===== src/rtl/rxe_pkg.sv =====
package rxe_pkg;
  localparam int FRAME_W = 9;

  typedef enum logic [2:0] {
    ST_IDLE  = 3'd0,
    ST_START = 3'd1,
    ST_DATA  = 3'd2,
    ST_PAR   = 3'd3,
    ST_STOP  = 3'd4
  } rx_state_e;

  typedef struct packed {
    logic [FRAME_W-1:0] data;
    logic               ferr;
    logic               perr;
  } rx_frame_t;

  // number of data bits for a length code; unlisted codes fall back to 8
  function automatic logic [3:0] len_of(input logic [2:0] code);
    case (code)
      3'b000:  len_of = 4'd5;
      3'b001:  len_of = 4'd6;
      3'b010:  len_of = 4'd7;
      3'b111:  len_of = 4'd9;
      default: len_of = 4'd8;
    endcase
  endfunction

  function automatic logic vote3(input logic a, input logic b, input logic c);
    vote3 = (a & b) | (a & c) | (b & c);
  endfunction
endpackage


===== src/rtl/rxe_sync.sv =====
module rxe_sync #(
  parameter int STAGES = 2
) (
  input  logic clk,
  input  logic rst,
  input  logic din,
  output logic dout
);
  logic [STAGES-1:0] chain;

  always_ff @(posedge clk) begin
    if (rst) chain <= '1;
    else     chain <= {chain[STAGES-2:0], din};
  end

  assign dout = chain[STAGES-1];
endmodule


===== src/rtl/rxe_tick.sv =====
module rxe_tick #(
  parameter int DIV_W = 12
) (
  input  logic             clk,
  input  logic             rst,
  input  logic             en,
  input  logic [DIV_W-1:0] div,
  output logic             tick
);
  logic [DIV_W-1:0] cnt;

  always_ff @(posedge clk) begin
    if (rst || !en) begin
      cnt  <= '0;
      tick <= 1'b0;
    end else if (cnt >= div) begin
      cnt  <= '0;
      tick <= 1'b1;
    end else begin
      cnt  <= cnt + 1'b1;
      tick <= 1'b0;
    end
  end
endmodule


===== src/rtl/rxe_deframe.sv =====
module rxe_deframe
  import rxe_pkg::*;
#(
  parameter int OSR_NORM = 16,
  parameter int OSR_FAST = 8
) (
  input  logic      clk,
  input  logic      rst,
  input  logic      en,
  input  logic      tick,
  input  logic      line,
  input  logic      dbl,
  input  logic [2:0] size_code,
  input  logic [1:0] par_mode,
  output logic      done,
  output rx_frame_t frame
);
  localparam int CNT_W = $clog2(OSR_NORM);

  rx_state_e          state;
  logic [CNT_W-1:0]   cnt;
  logic [3:0]         bit_idx;
  logic [1:0]         smp;
  logic               prev;
  logic [FRAME_W-1:0] shreg;
  logic               par_bit;

  logic [CNT_W-1:0]   mid, last;
  logic [3:0]         nbits;
  logic               in_window, at_decide, at_end, bit_val, par_on;

  always_comb begin
    mid       = dbl ? CNT_W'(OSR_FAST / 2) : CNT_W'(OSR_NORM / 2);
    last      = dbl ? CNT_W'(OSR_FAST - 1) : CNT_W'(OSR_NORM - 1);
    nbits     = len_of(size_code);
    par_on    = par_mode[1];
    in_window = (cnt == mid - 1'b1) || (cnt == mid);
    at_decide = (cnt == mid + 1'b1);
    at_end    = (cnt == last);
    bit_val   = vote3(smp[1], smp[0], line);
  end

  always_ff @(posedge clk) begin
    if (rst || !en) begin
      state   <= ST_IDLE;
      cnt     <= '0;
      bit_idx <= '0;
      smp     <= '0;
      prev    <= 1'b1;
      shreg   <= '0;
      par_bit <= 1'b0;
      done    <= 1'b0;
      frame   <= '0;
    end else begin
      done <= 1'b0;
      if (tick) begin
        prev <= line;
        if (state == ST_IDLE) begin
          if (prev && !line) begin
            state   <= ST_START;
            cnt     <= CNT_W'(1);
            bit_idx <= '0;
            shreg   <= '0;
            par_bit <= 1'b0;
          end
        end else begin
          if (in_window) smp <= {smp[0], line};
          if (at_end) cnt <= '0;
          else        cnt <= cnt + 1'b1;

          if (at_decide) begin
            case (state)
              ST_START: if (bit_val) state <= ST_IDLE;
              ST_DATA:  shreg[bit_idx] <= bit_val;
              ST_PAR:   par_bit <= bit_val;
              ST_STOP: begin
                done       <= 1'b1;
                frame.data <= shreg;
                frame.ferr <= !bit_val;
                frame.perr <= par_on & ((^shreg) ^ par_bit ^ par_mode[0]);
                state      <= ST_IDLE;
              end
              default: state <= ST_IDLE;
            endcase
          end

          if (at_end) begin
            case (state)
              ST_START: begin
                state   <= ST_DATA;
                bit_idx <= '0;
              end
              ST_DATA: begin
                if (bit_idx == nbits - 1'b1) state <= par_on ? ST_PAR : ST_STOP;
                else                         bit_idx <= bit_idx + 1'b1;
              end
              ST_PAR:  state <= ST_STOP;
              default: state <= ST_IDLE;
            endcase
          end
        end
      end
    end
  end

  // a disabled receiver never reports a completed character
  AST_QUIET_WHEN_OFF: assert property (@(posedge clk) disable iff (rst)
    !en |=> !done);

  // a high vote at the start-bit centre always returns to idle
  AST_START_RECHECK: assert property (@(posedge clk) disable iff (rst || !en)
    (tick && state == ST_START && at_decide && bit_val) |=> state == ST_IDLE);
endmodule


===== src/rtl/rxe_holdbuf.sv =====
module rxe_holdbuf
  import rxe_pkg::*;
(
  input  logic               clk,
  input  logic               rst,
  input  logic               done,
  input  rx_frame_t          frame,
  input  logic               rd,
  input  logic               mp_mode,
  input  logic               irq_en,
  output logic [FRAME_W-1:0] data,
  output logic               full,
  output logic               ferr,
  output logic               perr,
  output logic               ovr,
  output logic               irq
);
  logic accept, load, lose, drain;

  always_comb begin
    accept = done && !(mp_mode && !frame.data[FRAME_W-1]);
    load   = accept && (!full || rd);
    lose   = accept && full && !rd;
    drain  = rd && full && !accept;
  end

  always_ff @(posedge clk) begin
    if (rst) begin
      data <= '0;
      full <= 1'b0;
      ferr <= 1'b0;
      perr <= 1'b0;
      ovr  <= 1'b0;
      irq  <= 1'b0;
    end else begin
      irq <= irq_en && full;
      if (load) begin
        data <= frame.data;
        ferr <= frame.ferr;
        perr <= frame.perr;
        full <= 1'b1;
        ovr  <= 1'b0;
      end else if (lose) begin
        ovr <= 1'b1;
      end else if (drain) begin
        full <= 1'b0;
        ferr <= 1'b0;
        perr <= 1'b0;
        ovr  <= 1'b0;
      end
    end
  end

  AST_OVERRUN_KEEPS: assert property (@(posedge clk) disable iff (rst)
    (done && full && !rd && (frame.data[FRAME_W-1] || !mp_mode)) |=> ($stable(data) && ovr));

  AST_READ_EMPTIES: assert property (@(posedge clk) disable iff (rst)
    (rd && !done) |=> !full);

  AST_FLAGS_NEED_FULL: assert property (@(posedge clk) disable iff (rst)
    (ferr || perr || ovr) |-> full);

  AST_MP_DROP: assert property (@(posedge clk) disable iff (rst)
    (done && mp_mode && !frame.data[FRAME_W-1] && !rd) |=> $stable(full));
endmodule


===== src/rtl/serial_rx_errbuf.sv =====
module serial_rx_errbuf
  import rxe_pkg::*;
#(
  parameter int DIV_W       = 12,
  parameter int SYNC_STAGES = 2,
  parameter int OSR_NORM    = 16,
  parameter int OSR_FAST    = 8
) (
  input  logic             clk,
  input  logic             rst,
  input  logic             rx_en,
  input  logic             rxd,
  input  logic [DIV_W-1:0] baud_div,
  input  logic             dbl_speed,
  input  logic [2:0]       size_code,
  input  logic [1:0]       par_mode,
  input  logic             mp_mode,
  input  logic             irq_en,
  input  logic             rd_stb,
  output logic [7:0]       rx_data,
  output logic             rx_bit9,
  output logic             rx_full,
  output logic             err_frame,
  output logic             err_parity,
  output logic             err_overrun,
  output logic             irq
);
  logic               line_s, tick, fr_done;
  rx_frame_t          fr;
  logic [FRAME_W-1:0] held;

  rxe_sync #(.STAGES(SYNC_STAGES)) u_sync (
    .clk(clk), .rst(rst), .din(rxd), .dout(line_s)
  );

  rxe_tick #(.DIV_W(DIV_W)) u_tick (
    .clk(clk), .rst(rst), .en(rx_en), .div(baud_div), .tick(tick)
  );

  rxe_deframe #(.OSR_NORM(OSR_NORM), .OSR_FAST(OSR_FAST)) u_deframe (
    .clk(clk), .rst(rst), .en(rx_en), .tick(tick), .line(line_s),
    .dbl(dbl_speed), .size_code(size_code), .par_mode(par_mode),
    .done(fr_done), .frame(fr)
  );

  rxe_holdbuf u_buf (
    .clk(clk), .rst(rst), .done(fr_done), .frame(fr), .rd(rd_stb),
    .mp_mode(mp_mode), .irq_en(irq_en), .data(held), .full(rx_full),
    .ferr(err_frame), .perr(err_parity), .ovr(err_overrun), .irq(irq)
  );

  assign rx_data = held[7:0];
  assign rx_bit9 = held[FRAME_W-1];

  AST_IRQ_GATED: assert property (@(posedge clk) disable iff (rst)
    irq |-> $past(rx_full) && $past(irq_en));
endmodule


===== config.mk =====
export PLATFORM = sky130hd
export DESIGN_NAME = serial_rx_errbuf
export DESIGN_NICKNAME = d
export VERILOG_FILES = /design/src/rtl/rxe_pkg.sv /design/src/rtl/rxe_sync.sv /design/src/rtl/rxe_tick.sv /design/src/rtl/rxe_deframe.sv /design/src/rtl/rxe_holdbuf.sv /design/src/rtl/serial_rx_errbuf.sv
export SDC_FILE = /design/constraint.sdc
export NUM_CORES = 1
export LEC_CHECK = 0
export BUFFER_PORTS_ARGS = -buffer_cell sky130_fd_sc_hd__buf_2
export CAP_MARGIN = 20
export CORE_AREA = 4 4 107 109
export CTS_BUF_LIST = sky130_fd_sc_hd__clkbuf_16
export DETAILED_ROUTE_END_ITERATION = 8
export DIE_AREA = 0 0 111 113
export PLACE_DENSITY = 0.61
export SYNTH_ARGS = -nofsm -noshare
export SYNTH_HDL_FRONTEND = slang
export SYNTH_HIERARCHICAL = 1
export SYNTH_SLANG_ARGS = --single-unit

===== constraint.sdc =====
create_clock -name clk -period 2.37 [get_ports clk]
set_input_delay 0.237 -clock clk [delete_from_list [all_inputs] [get_ports clk]]
set_output_delay 0.237 -clock clk [all_outputs]
set_load 0.1 [all_outputs]

* After elaboration in Yosys (flattened, before gate mapping)
Index checks and enable logic that the tools add are counted.
** Word-level totals
- Flip-flop bits (word level) :: 65
- Output and inout bits :: 14
** Cells by class
- Add/subtract/negate cells :: 6
- Order comparisons :: 3
- Equality and inequality tests :: 15
- Multiplexer cells :: 39
- Bitwise gates (word level) :: 11
- Reductions and logical operators :: 42
** Operators by type and width (count)
- two-way mux 4 bit :: 9
- two-way mux 9 bit :: 4
- two-way mux 3 bit :: 7
- equality test 4 bit :: 5
- one-hot mux 4 bit (4 select lines) :: 1
- two-way mux 1 bit :: 13
- adder 12 x 1 -> 12 bit (second input constant) :: 1
- adder 4 x 1 -> 4 bit (second input constant) :: 3
- greater-or-equal comparator 12 bit :: 1
- AND reduction 4 bit :: 3
- nonzero test 2 bit :: 6
- logical AND 1 bit :: 10
- bitwise mux 9 bit :: 1
- equality test 3 x 2 -> 1 bit (second input constant) :: 3
- one-hot mux 3 bit (3 select lines) :: 1
- parity 9 bit :: 1
- logical NOT 1 bit :: 8
- one-hot mux 4 bit (2 select lines) :: 1
- subtractor 4 x 1 -> 4 bit (second input constant) :: 2
- equality test 3 x 1 -> 1 bit (second input constant) :: 2
- equality test 3 bit (second input constant) :: 2
- logical NOT 3 bit :: 2
- one-hot mux 3 bit (2 select lines) :: 1
- OR reduction 2 bit :: 3
- other kinds (16) :: 26

* Longest topological paths before layout
Gate-level depths: netlist (run 1).
- Depth in word-level cells :: 10
- Gate-level depth with buffers :: 8

* Cells and area by module
Netlist (run 1), hierarchy kept.
** Modules (own cells, without submodules)
- rxe_deframe :: times used 1, cells each 239, area each 2047.0 um2, seq. area each 720.7 um2
- rxe_tick :: times used 1, cells each 99, area each 852.1 um2, seq. area each 260.2 um2
- rxe_holdbuf :: times used 1, cells each 67, area each 635.6 um2, seq. area each 280.3 um2
- rxe_sync :: times used 1, cells each 4, area each 52.6 um2, seq. area each 40.0 um2

* Worst setup path before layout (run 1)
Ideal clock, no wire load.
- Path kind :: reg2reg
- From :: register u_deframe.cnt[1]
- To :: register, netlist name u_deframe/frame[4]
- Data arrival time :: 1.671 ns
- Slack :: 0.571 ns
- Stages on the path, launching flop included :: 8
- Period minus slack after synthesis :: 1.799 ns
- Cell sequence :: dfxtp_1 -> inv_1 -> ha_1 -> and4b_2 -> o2111ai_1 -> buf_6 -> mux2i_1 -> nor2_1
** Between the ends
- Longest elaborated chain between the ends :: 2
** RTL lines
- start, declared :: RTL line rxe_deframe.sv:21 : logic [CNT_W-1:0] cnt;
- start signal, assigned :: RTL line rxe_deframe.sv:69 : else cnt <= cnt + 1'b1;
- equality test 4 bit :: RTL line rxe_deframe.sv:38 : at_decide = (cnt == mid + 1'b1);
- AND reduction 4 bit (no source line)
Every way passes these cells.
A chain may end at the register's enable or synchronous reset.

* Worst setup path in the final report (run 1)
- From :: register u_deframe.cnt[0]
- To :: register u_deframe.bit_idx[2]
** Between the ends
- Longest elaborated chain between the ends :: 3
** RTL lines
- equality test 4 bit :: RTL line rxe_deframe.sv:39 : at_end = (cnt == last);
- nonzero test 2 bit (no source line)
- AND reduction 5 bit (no source line)
- end signal, assigned :: RTL line rxe_deframe.sv:95 : else bit_idx <= bit_idx + 1'b1;
- end, declared :: RTL line rxe_deframe.sv:22 : logic [3:0] bit_idx;
Every way passes these cells.

==> impl_metrics.csv, run 1 <==
group,metric,value,unit
global_routing,grt_pass1_wl,14000,µm
timing,fin_tns_setup,0,ps
yosys,synthSimpleGateAreaFrac,0.244,
outcome,outcome,"completed",
clock_tree,cts.sinks,65,
detailed_routing,antenna_left,0,
timing,max_freq,505,MHz
yosys,synthTopCellsByArea,"dfxtp_1 36%, ha_1 7.0%, mux2i_1 5.9%",
timing,clock_skew,3.99,ps
power,peakVddDrop,0.345,mV
power,leakagePower,0.00167,µW
global_routing,grt_usage,0.134,
timing,tightest_slew,523,ps
yosys,async_flop_share,0,
timing,whs,95.9,ps
floorplanning,rows,38,
yosys,ys_types,68,
layout,layout.nets,494,
clock_tree,htreeDepth,3,
clock_tree,clock_path_buffers,2,
clock_tree,clk_latency,330,ps
global_routing,overflow,0,
worst_setup_path,end_kind,"register",
timing,setup_viol,0,
flow_run,max_cap_violations,0,
yosys,synth_fa_ha_area_frac,0.0725,
yosys,synth_area_per_cell,8.77,µm²
clock_tree,cts_setup_buffers,0,
floorplanning,io_pins,39,
clock_tree,postCtsHoldBufs,0,
detailed_routing,drt_wl_total,7780,µm
clock_tree,cts_resized,0,
yosys,synth_compound_area_frac,0.161,
yosys,ys_ff_latch,65,
clock_tree,cts.clk_slew.worst_paths,50,ps
layout,antenna_cells,0,
floorplanning,initial_utilization,0.338,
layout,syn2layout_area_growth,15.9,%
yosys,synth_top_family_by_area,"simple AND/OR/NAND/NOR gates",
worst_setup_path,worst_ep_arrival_time,2240,ps
yosys,synthFlopType,"dfxtp_1",
placed_design,place_congestion,0.813,
global_routing,grt_pass1_vias,2877,
detailed_routing,wl_per_cell,13.1,µm
yosys,synth-edff-count,0,
yosys,synth-seq-area-share,0.363,
timing,timing.final.crit_period,1980,ps
floorplanning,dieArea,12500,µm²
timing,relSlewSlack,0.651,
yosys,yosysWarnings,6,
worst_setup_path,path_max_fanout,8,
detailed_routing,route.detailed.drc,0,
placed_design,numPortBuffers,38,
timing,period_share,0.835,
global_routing,antenna_found_initial,0,
worst_hold_path,hold_class,"in -> reg",
yosys,synth_mux_area_frac,0.0617,
detailed_routing,vias,2946,
worst_setup_path,critPathLaunchType,"register",
yosys,synth_cells,409,
clock_tree,cts_root_buf,"clkbuf_16",
yosys,yosysTopAreaCell,"dfxtp_1",
power,cellPowerDensity,556,nW/µm²
detailed_routing,drt_iter0_drc,98,
yosys,synth_top_area_share,0.363,
floorplanning,die_h,113,µm
worst_setup_path,critical_path_class,"reg -> reg",
floorplanning,die_x,111,µm
yosys,syn-num-nets,454,
worst_setup_path,cp.required,2630,ps
yosys,synth-xor-area-share,0.0527,
global_routing,grt_max_degree,29,
clock_tree,cts_tree,"built",
placed_design,place_hpwl,5720,µm
detailed_routing,drtPass1Iterations,4,
timing,final_hold_viol_count,0,
timing,slew_violations,0,
layout,drive_gt1_frac,0.162,
floorplanning,core_area,10600,µm²
layout,fill_cells,1101,
detailed_routing,via_per_inst,4.98,
yosys,synthesis.area,3590,µm²
timing,grt_setup_unrepaired,"no",
clock_tree,cts_buffers,9,
==> cell type report <==
| cell class | count | area (µm²) | share of cell area |
|---|---|---|---|
| clock inverter | 5 | 20.0 | 0.00482 |
| multi-input combinational | 308 | 2120 | 0.511 |
| sequential | 65 | 1300 | 0.313 |
| tap | 140 | 175 | 0.0421 |
| timing repair buffer | 43 | 228 | 0.0548 |
| clock buffer | 9 | 225 | 0.0542 |
| inverter | 22 | 82.6 | 0.0199 |
==> where the power goes <==
part	switching [µW]	internal (µW)
Combinational	54.8	42.2
Sequential	4.10	1100
Clock	435	676
Total	493	1820
==> layer usage <==
metal / vias to the layer above / part of all wire / GRT usage
li1: 1513 / - / -
met1: 1374 / 0.45 / 0.161
met2: 53 / 0.49 / 0.231
met3: 6 / 0.046 / 0.0439
met4: 0 / 0.0084 / 0.0394
met5: - / 0 / 0
==> sequential cells by signal (all words and copies together), names as in the netlist, 3 cells and up <==
name and count:
u_deframe/frame 11, u_deframe/shreg 9, u_tick/cnt 12, u_deframe/cnt 4
u_buf/data 9, u_deframe/bit_idx 4, u_deframe/state 3
==> worst paths after layout <==
check | from | slack [ps] | cells past startpoint | end
worst max-delay path | u_deframe/cnt[0] | 390 | 6 | u_deframe/bit_idx[2]
worst min register to register | u_sync/chain[0] | 430 | 1 | u_sync/chain[1]
worst min-delay path | rxd | 100 | 2 | u_sync/chain[0]
worst max register to register | u_deframe/cnt[0] | 390 | 6 | u_deframe/bit_idx[2]
==> stage by stage <==
stage	cell area [µm²]	total power, µW	instances	setup WS, ps	util
2_1_floorplan	3590	1180	409	571	-
3_3_place_gp	3910	1220	578	536	0.369
3_5_place_dp	3910	1220	578	457	0.369
4_1_cts	4160	2350	592	429	0.392
5_1_grt	4160	2420	592	164	0.392
6_report	4160	2310	592	390	0.392
==> Yosys cell counts (5+ instances only) <==
cell / count
clkbuf_1: 7
o2bb2ai_1: 8
or3_1: 5
a21oi_1: 26
ha_1: 20
mux2i_1: 21
nand2_1: 31
o211ai_1: 5
xor2_1: 6
nand3_1: 9
dfxtp_1: 65
nor2b_1: 6
inv_1: 22
nand4_1: 6
xnor2_1: 13
nor3_1: 5
nand2b_1: 23
nor2_1: 50
o21ai_0: 10
==> worst max-delay path, stage by stage (launching register included) <==
cell and delay [ps]:
dfxtp_1 380, ha_1 260, nand2_1 110, o21ai_0 390, o311ai_2 280, or3_1 360, a21oi_1 130
==> placed cells by master, fill, tap and decap left out, drive strengths merged, types with 12 or more instances in the layout <==
cell type	netlist	layout
mux2i	21	21
nand2b	24	24
o21ai	12	12
dfxtp	65	65
a21oi	26	26
xnor2	13	13
buf	7	43
nand2	31	31
ha	20	20
inv	22	26
nor2	51	51
==> logic make-up after synthesis <==
family | after synthesis
adder cells (fa/ha/maj) | 21
AND/OR/NAND/NOR | 163
XOR/XNOR | 20
flip-flops | 65
buffers and inverters | 36
AO/OA/AOI/OAI | 82
multiplexers | 22
Power figures use the tool's default switching activity.
==> run 2: changes to the inputs <==
--- a/config.mk
+++ b/config.mk
@@ -5,13 +5,14 @@
 export SDC_FILE = /design/constraint.sdc
 export NUM_CORES = 1
 export LEC_CHECK = 0
+export ABC_AREA = 1
 export BUFFER_PORTS_ARGS = -buffer_cell sky130_fd_sc_hd__buf_2
 export CAP_MARGIN = 20
 export CORE_AREA = 4 4 107 109
 export CTS_BUF_LIST = sky130_fd_sc_hd__clkbuf_16
 export DETAILED_ROUTE_END_ITERATION = 8
 export DIE_AREA = 0 0 111 113
-export PLACE_DENSITY = 0.61
+export PLACE_DENSITY = 0.62
 export SYNTH_ARGS = -nofsm -noshare
 export SYNTH_HDL_FRONTEND = slang
 export SYNTH_HIERARCHICAL = 1
==> constraint.sdc (replaced) <==
create_clock -name clk -period 1.91 [get_ports clk]
set_input_delay 0.191 -clock clk [delete_from_list [all_inputs] [get_ports clk]]
set_output_delay 0.191 -clock clk [all_outputs]
set_load 0.1 [all_outputs]
==> run 2 against run 1 <==
Against the previous run:
- register-to-register slack worse by 130 ps
- wire length is 2.7% lower
- worst hold slack worse by 42 ps
- final cell count is 21% higher
- utilization is 1.7 points higher
- worst setup slack worse by 130 ps
- largest cell class unchanged
- largest power group unchanged
==> impl_metrics.csv, run 2 <==
group,metric,value,unit
clock_tree,cts_setup_buffers,0,
floorplanning,rows,38,
worst_setup_path,crit_start,"u_deframe/cnt[2]",
worst_setup_path,cp.required,2120,ps
detailed_routing,antenna_left,0,
yosys,yosysMostFrequentCell,"nand2_1",
worst_setup_path,path_max_fanout,11,
yosys,syn-num-nets,569,
placed_design,place_ws,297,ps
worst_hold_path,hold_class,"in -> reg",
power,peakVddDrop,0.425,mV
timing,period_share,0.864,
timing,fin_tns_setup,0,ps
timing,slew_violations,0,
global_routing,grt_max_degree,21,
power,power.total,3510,µW
clock_tree,htreeDepth,3,
power,switchingPower,694,µW
placed_design,place_hpwl,5740,µm
clock_tree,cts_root_buf,"clkbuf_16",
outcome,outcome,"completed",
power,leakagePower,0.00195,µW
floorplanning,io_pins,39,
worst_setup_path,critPathLaunchType,"register",
worst_hold_path,whs_path_depth,3,
layout,drive_gt1_frac,0.141,
floorplanning,core_area,10600,µm²
global_routing,grt_usage,0.127,
clock_tree,clk_latency,330,ps
layout,fill_cells,1088,
timing,tightest_slew,489,ps
layout,layout.nets,615,
yosys,synthTopCellsByArea,"dfxtp_1 36%, nand2_1 14%, inv_1 7.6%",
timing,setup_slack,260,ps
timing,grt_setup_unrepaired,"no",
yosys,ys_types,33,
global_routing,grt_pass1_wl,13400,µm
detailed_routing,drt_iter0_drc,166,
worst_setup_path,reg2reg_depth,7,
floorplanning,die_h,113,µm
detailed_routing,wl_per_cell,10.6,µm
yosys,synth_top_area_share,0.359,
power,combPwrFrac,0.034,
placed_design,numPortBuffers,38,
clock_tree,cts_buffers,9,
clock_tree,cts.sinks,65,
timing,whs,53.4,ps
timing,final_hold_viol_count,0,
worst_setup_path,worst_ep_arrival_time,1860,ps
clock_tree,cts_resized,0,
power,cellPowerDensity,810,nW/µm²
timing,clock_skew,8.16,ps
global_routing,antenna_found_initial,0,
power,p_int,2820,µW
clock_tree,cts.clk_slew.worst_paths,60,ps
flow_run,max_cap_violations,0,
power,swShare,0.198,
yosys,synth-edff-count,0,
worst_setup_path,worst-r2r-setup-slack,260,ps
floorplanning,die_x,111,µm
layout,mostFrequentLayoutCells,"140 x nand2_1, 73 x inv_1, 65 x dfxtp_1",
yosys,yosysWarnings,6,
worst_setup_path,r2r_start,"u_deframe/cnt[2]",
worst_setup_path,critical_path_class,"reg -> reg",
yosys,synth-seq-area-share,0.359,
worst_setup_path,setup.worst_path.end,"u_deframe/frame[5]",
detailed_routing,drtPass1Iterations,5,
clock_tree,clock_path_buffers,2,
global_routing,grt_pass1_vias,2988,
yosys,synth_cells,524,
layout,syn2layout_area_growth,19.6,%
layout,top_register,"u_tick/cnt",
yosys,yosys-top-cells-count,"140 x nand2_1, 73 x inv_1, 65 x dfxtp_1",
detailed_routing,vias,3231,
timing,setup_viol,0,
detailed_routing,via_per_inst,4.52,
yosys,synth_area_per_cell,6.92,µm²
yosys,ys_ff_latch,65,
detailed_routing,drt_wl_total,7570,µm
layout,utilization,0.409,
worst_setup_path,regToRegEndpoint,"u_deframe/frame[5]",
layout,top_regs,"u_tick/cnt x12, u_deframe/frame x11",
timing,max_freq,606,MHz
clock_tree,cts_tree,"built",
global_routing,overflow,0,
timing,timing.final.crit_period,1650,ps
floorplanning,dieArea,12500,µm²
power,clock_power_share,0.577,
yosys,async_flop_share,0,
yosys,synthesis.area,3620,µm²
power,seqPwrFrac,0.388,
timing,relSlewSlack,0.676,
layout,mostFrequentLayoutCell,"nand2_1",
detailed_routing,route.detailed.drc,0,
worst_setup_path,end_kind,"register",
layout,largest_reg_flops,12,
floorplanning,initial_utilization,0.342,
yosys,synthFlopType,"dfxtp_1",
layout,antenna_cells,0,
placed_design,place_congestion,0.797,
clock_tree,postCtsHoldBufs,0,
yosys,yosysTopAreaCell,"dfxtp_1",
-- run 2: changes by cell type after synthesis, moves of 6 or more --
| cell | before | now |
|---|---|---|
| nand2b_1 | 23 | 0 |
| nand4_1 | 6 | 17 |
| xor2_1 | 6 | 12 |
| nor2b_1 | 6 | 0 |
| o2bb2ai_1 | 8 | 0 |
| inv_1 | 22 | 73 |
| nand2_1 | 31 | 140 |
| nand3_1 | 9 | 33 |
| o21ai_0 | 10 | 24 |
| a21oi_1 | 26 | 39 |
| mux2i_1 | 21 | 0 |
-- run 2: worst min path at each step --
| stage | from | end | slack (ps) |
|---|---|---|---|
| after floorplan | rst | u_buf/data[8] | 260 |
| after global placement | rxd | u_sync/chain[0] | 390 |
| after detailed placement | rxd | u_sync/chain[0] | 390 |
| after CTS | rxd | u_sync/chain[0] | 50 |
| after global routing | rxd | u_sync/chain[0] | 50 |
| final | rxd | u_sync/chain[0] | 50 |
-- run 2: layout make-up --
cell class / count / area [µm²] / share of cell area
clock buffer: 9 / 225 / 0.0519
clock inverter: 7 / 143 / 0.0329
inverter: 77 / 289 / 0.0667
multi-input combinational: 373 / 1970 / 0.454
sequential: 65 / 1300 / 0.300
tap: 140 / 175 / 0.0404
timing repair buffer: 44 / 235 / 0.0543
-- run 2: layer usage --
layer,up-vias,global-route usage,share of wire
met2,52,0.210,0.46
met4,0,0.0525,0.014
met5,-,0,0
li1,1760,-,-
met3,9,0.0294,0.037
met1,1410,0.161,0.49
-- run 2: power by group through the flow --
| stage | combinational, µW | sequential [µW] | clock, µW |
|---|---|---|---|
| 2_1_floorplan | 74.6 | 1390 | 0 |
| 3_3_place_gp | 117 | 1390 | 0 |
| 3_5_place_dp | 122 | 1390 | 0 |
| 4_1_cts | 123 | 1360 | 2070 |
| 5_1_grt | 142 | 1360 | 2120 |
| 6_report | 120 | 1360 | 2030 |
-- run 2: kinds of logic after synthesis --
group / synth area share
compound gates: 0.107
xor+xnor: 0.0552
fa+ha+maj: 0.0690
buf+inv: 0.0984
flops: 0.359
simple gates: 0.311
-- run 2: per-stage QoR --
stage	instances	area [µm²]
6_report	715	4340
3_3_place_gp	699	3970
2_1_floorplan	524	3620
5_1_grt	715	4340
3_5_place_dp	699	3970
4_1_cts	715	4340
-- run 2: critical path, stage by stage (launching register included) --
cell and delay (ps):
dfxtp_1 340, xnor2_1 280, nand3_2 170, nor2_1 170, nand2_1 140, buf_4 190, o21ai_0 180, nor2_1 60
==> run 3: changes to the inputs <==
--- a/config.mk
+++ b/config.mk
@@ -13,6 +13,7 @@
 export DETAILED_ROUTE_END_ITERATION = 8
 export DIE_AREA = 0 0 111 113
 export PLACE_DENSITY = 0.62
+export REMOVE_ABC_BUFFERS = 1
 export SYNTH_ARGS = -nofsm -noshare
 export SYNTH_HDL_FRONTEND = slang
 export SYNTH_HIERARCHICAL = 1
==> run 3 against run 2 <==
Against the previous run:
- register-to-register slack barely moved
- final cell count fell by 0.28%
- critical path depth fell by 1
- critical path type unchanged
- largest cell class unchanged
==> impl_metrics.csv, run 3 (synthesis gave the netlist of run 2 again) <==
group,metric,value,unit
flow_run,max_cap_violations,0,
layout,fill_cells,1096,
floorplanning,die_x,111,µm
global_routing,overflow,0,
floorplanning,io_pins,39,
worst_setup_path,worst_ep_arrival_time,1880,ps
timing,tightest_slew,544,ps
global_routing,grt_max_degree,21,
power,cellPowerDensity,762,nW/µm²
worst_hold_path,worstHoldStart,"rxd",
worst_setup_path,slowest_stage,"a21oi_4",
clock_tree,postCtsHoldBufs,0,
clock_tree,cts.clk_slew.worst_paths,60,ps
placed_design,place_hpwl,5750,µm
layout,register_area,1300,µm²
power,power.total,3270,µW
floorplanning,core_area,10600,µm²
clock_tree,clk_latency,330,ps
timing,max_freq,601,MHz
timing,grt_setup_unrepaired,"no",
clock_tree,cts_buffers,9,
timing,fin_tns_setup,0,ps
clock_tree,htreeDepth,3,
detailed_routing,route.detailed.drc,0,
worst_setup_path,end_kind,"register",
timing,setup_viol,0,
detailed_routing,drtPass1Iterations,5,
clock_tree,cts_root_buf,"clkbuf_16",
detailed_routing,drt_wl_total,7650,µm
timing,period_share,0.871,
floorplanning,die_h,113,µm
detailed_routing,wl_per_cell,10.7,µm
layout,antenna_cells,0,
timing,final_hold_viol_count,0,
global_routing,antenna_found_initial,0,
worst_setup_path,r2r_start,"u_deframe/cnt[2]",
detailed_routing,vias,3274,
floorplanning,rows,38,
global_routing,grt_usage,0.128,
clock_tree,clock_path_buffers,2,
timing,relSlewSlack,0.634,
worst_setup_path,crit_start,"u_deframe/cnt[2]",
clock_tree,cts_tree,"built",
worst_setup_path,worst-r2r-setup-slack,250,ps
detailed_routing,drt-met1-wl,3680,µm
detailed_routing,drt_iter0_drc,242,
outcome,outcome,"completed",
placed_design,place_congestion,0.792,
worst_setup_path,cp.required,2130,ps
global_routing,grt_pass1_wl,13600,µm
layout,top_register,"u_tick/cnt",
detailed_routing,via_per_inst,4.59,
layout,top_regs,"u_tick/cnt x12, u_deframe/frame x11",
layout,syn2layout_area_growth,18.3,%
worst_setup_path,critical_path_class,"reg -> reg",
worst_setup_path,path_cells,"xnor2_1, nand3_2, a21oi_4, nand2_1, o21ai_0, a21oi_1",
layout,mostFrequentLayoutCell,"nand2_1",
floorplanning,dieArea,12500,µm²
floorplanning,initial_utilization,0.342,
placed_design,numPortBuffers,38,
layout,drive_gt1_frac,0.141,
clock_tree,cts.sinks,65,
power,leakagePower,0.00192,µW
worst_setup_path,slowest_delay,420,ps
layout,mostFrequentLayoutCells,"139 x nand2_1, 73 x inv_1, 65 x dfxtp_1",
detailed_routing,met3_length,293,µm
detailed_routing,antenna_left,0,
timing,clock_skew,6.58,ps
detailed_routing,met2_length,3600,µm
layout,layout.nets,613,
layout,largest_reg_flops,12,
worst_setup_path,critPathLaunchType,"register",
worst_setup_path,path_max_fanout,19,
detailed_routing,top_layer_used,"met4",
layout,multi_input_area,1970,µm²
timing,slew_violations,0,
power,peakVddDrop,0.452,mV
global_routing,grt_pass1_vias,3121,
timing,timing.final.crit_period,1660,ps
worst_hold_path,hold_class,"in -> reg",
run 3: changes by cell type in the layout (fill, tap and decap cells not counted):
cell        delta
clkinv_1       -1
inv_6          +1
clkinvlp_4     +2
nand2_2        +1
clkinv_4       +1
buf_4          -2
clkinv_2       -1
nand2_1        -1
bufinv_16      -2
run 3: power by group:
| group | switching, µW | leakage, µW | internal (µW) |
|---|---|---|---|
| registers | 3.11 | 0.000524 | 1360 |
| clock network | 630 | 0.000156 | 1150 |
| logic | 72.3 | 0.00124 | 47.7 |
| total | 705 | 0.00192 | 2560 |
run 3: final cells by class:
type | instances | share of cell area
repair buffers | 42 | 0.0514
well taps | 140 | 0.0409
clock buffers | 9 | 0.0525
multi-input cells | 373 | 0.459
flip-flops and latches | 65 | 0.304
inverters | 77 | 0.0683
clock inverters | 7 | 0.0239
run 3: metrics by stage:
stage	instance area (µm²)	worst slack [ps]	hold slack [ps]	util	std cells
after detailed placement	3950	156	378	0.373	697
after floorplan	3560	246	260	-	515
after global placement	3950	210	380	0.373	697
final	4290	246	49.0	0.404	713
after CTS	4280	127	40.5	0.404	713
after global routing	4290	4.76	84.9	0.404	713
run 3: layer usage:
metal / global-route usage / vias to the layer above
met5: 0 / -
met3: 0.0278 / 6
met2: 0.219 / 49
li1: - / 1748
met1: 0.157 / 1471
met4: 0.0484 / 0
run 3: timing repair:
item	4_1_cts	5_1_grt
endpoints found under the hold margin	0	0
gates resized for setup	0	2
setup buffers	0	0
endpoints found under the setup margin	0	11
run 3: path summary, 6_finish.rpt:
check,endpoint,depth (start not counted)
worst max-delay path,u_deframe/par_bit,6
worst min register to register,u_sync/chain[1],2
worst max register to register,u_deframe/par_bit,6
worst min-delay path,u_sync/chain[0],3
run 3: critical path: cells and delay by family (launching register included):
family	cells	cell delay, ps
AOI/OAI and AO/OA	3	630
DFF	1	340
and+or+nand+nor	2	300
xor gates and xnor gates	1	290
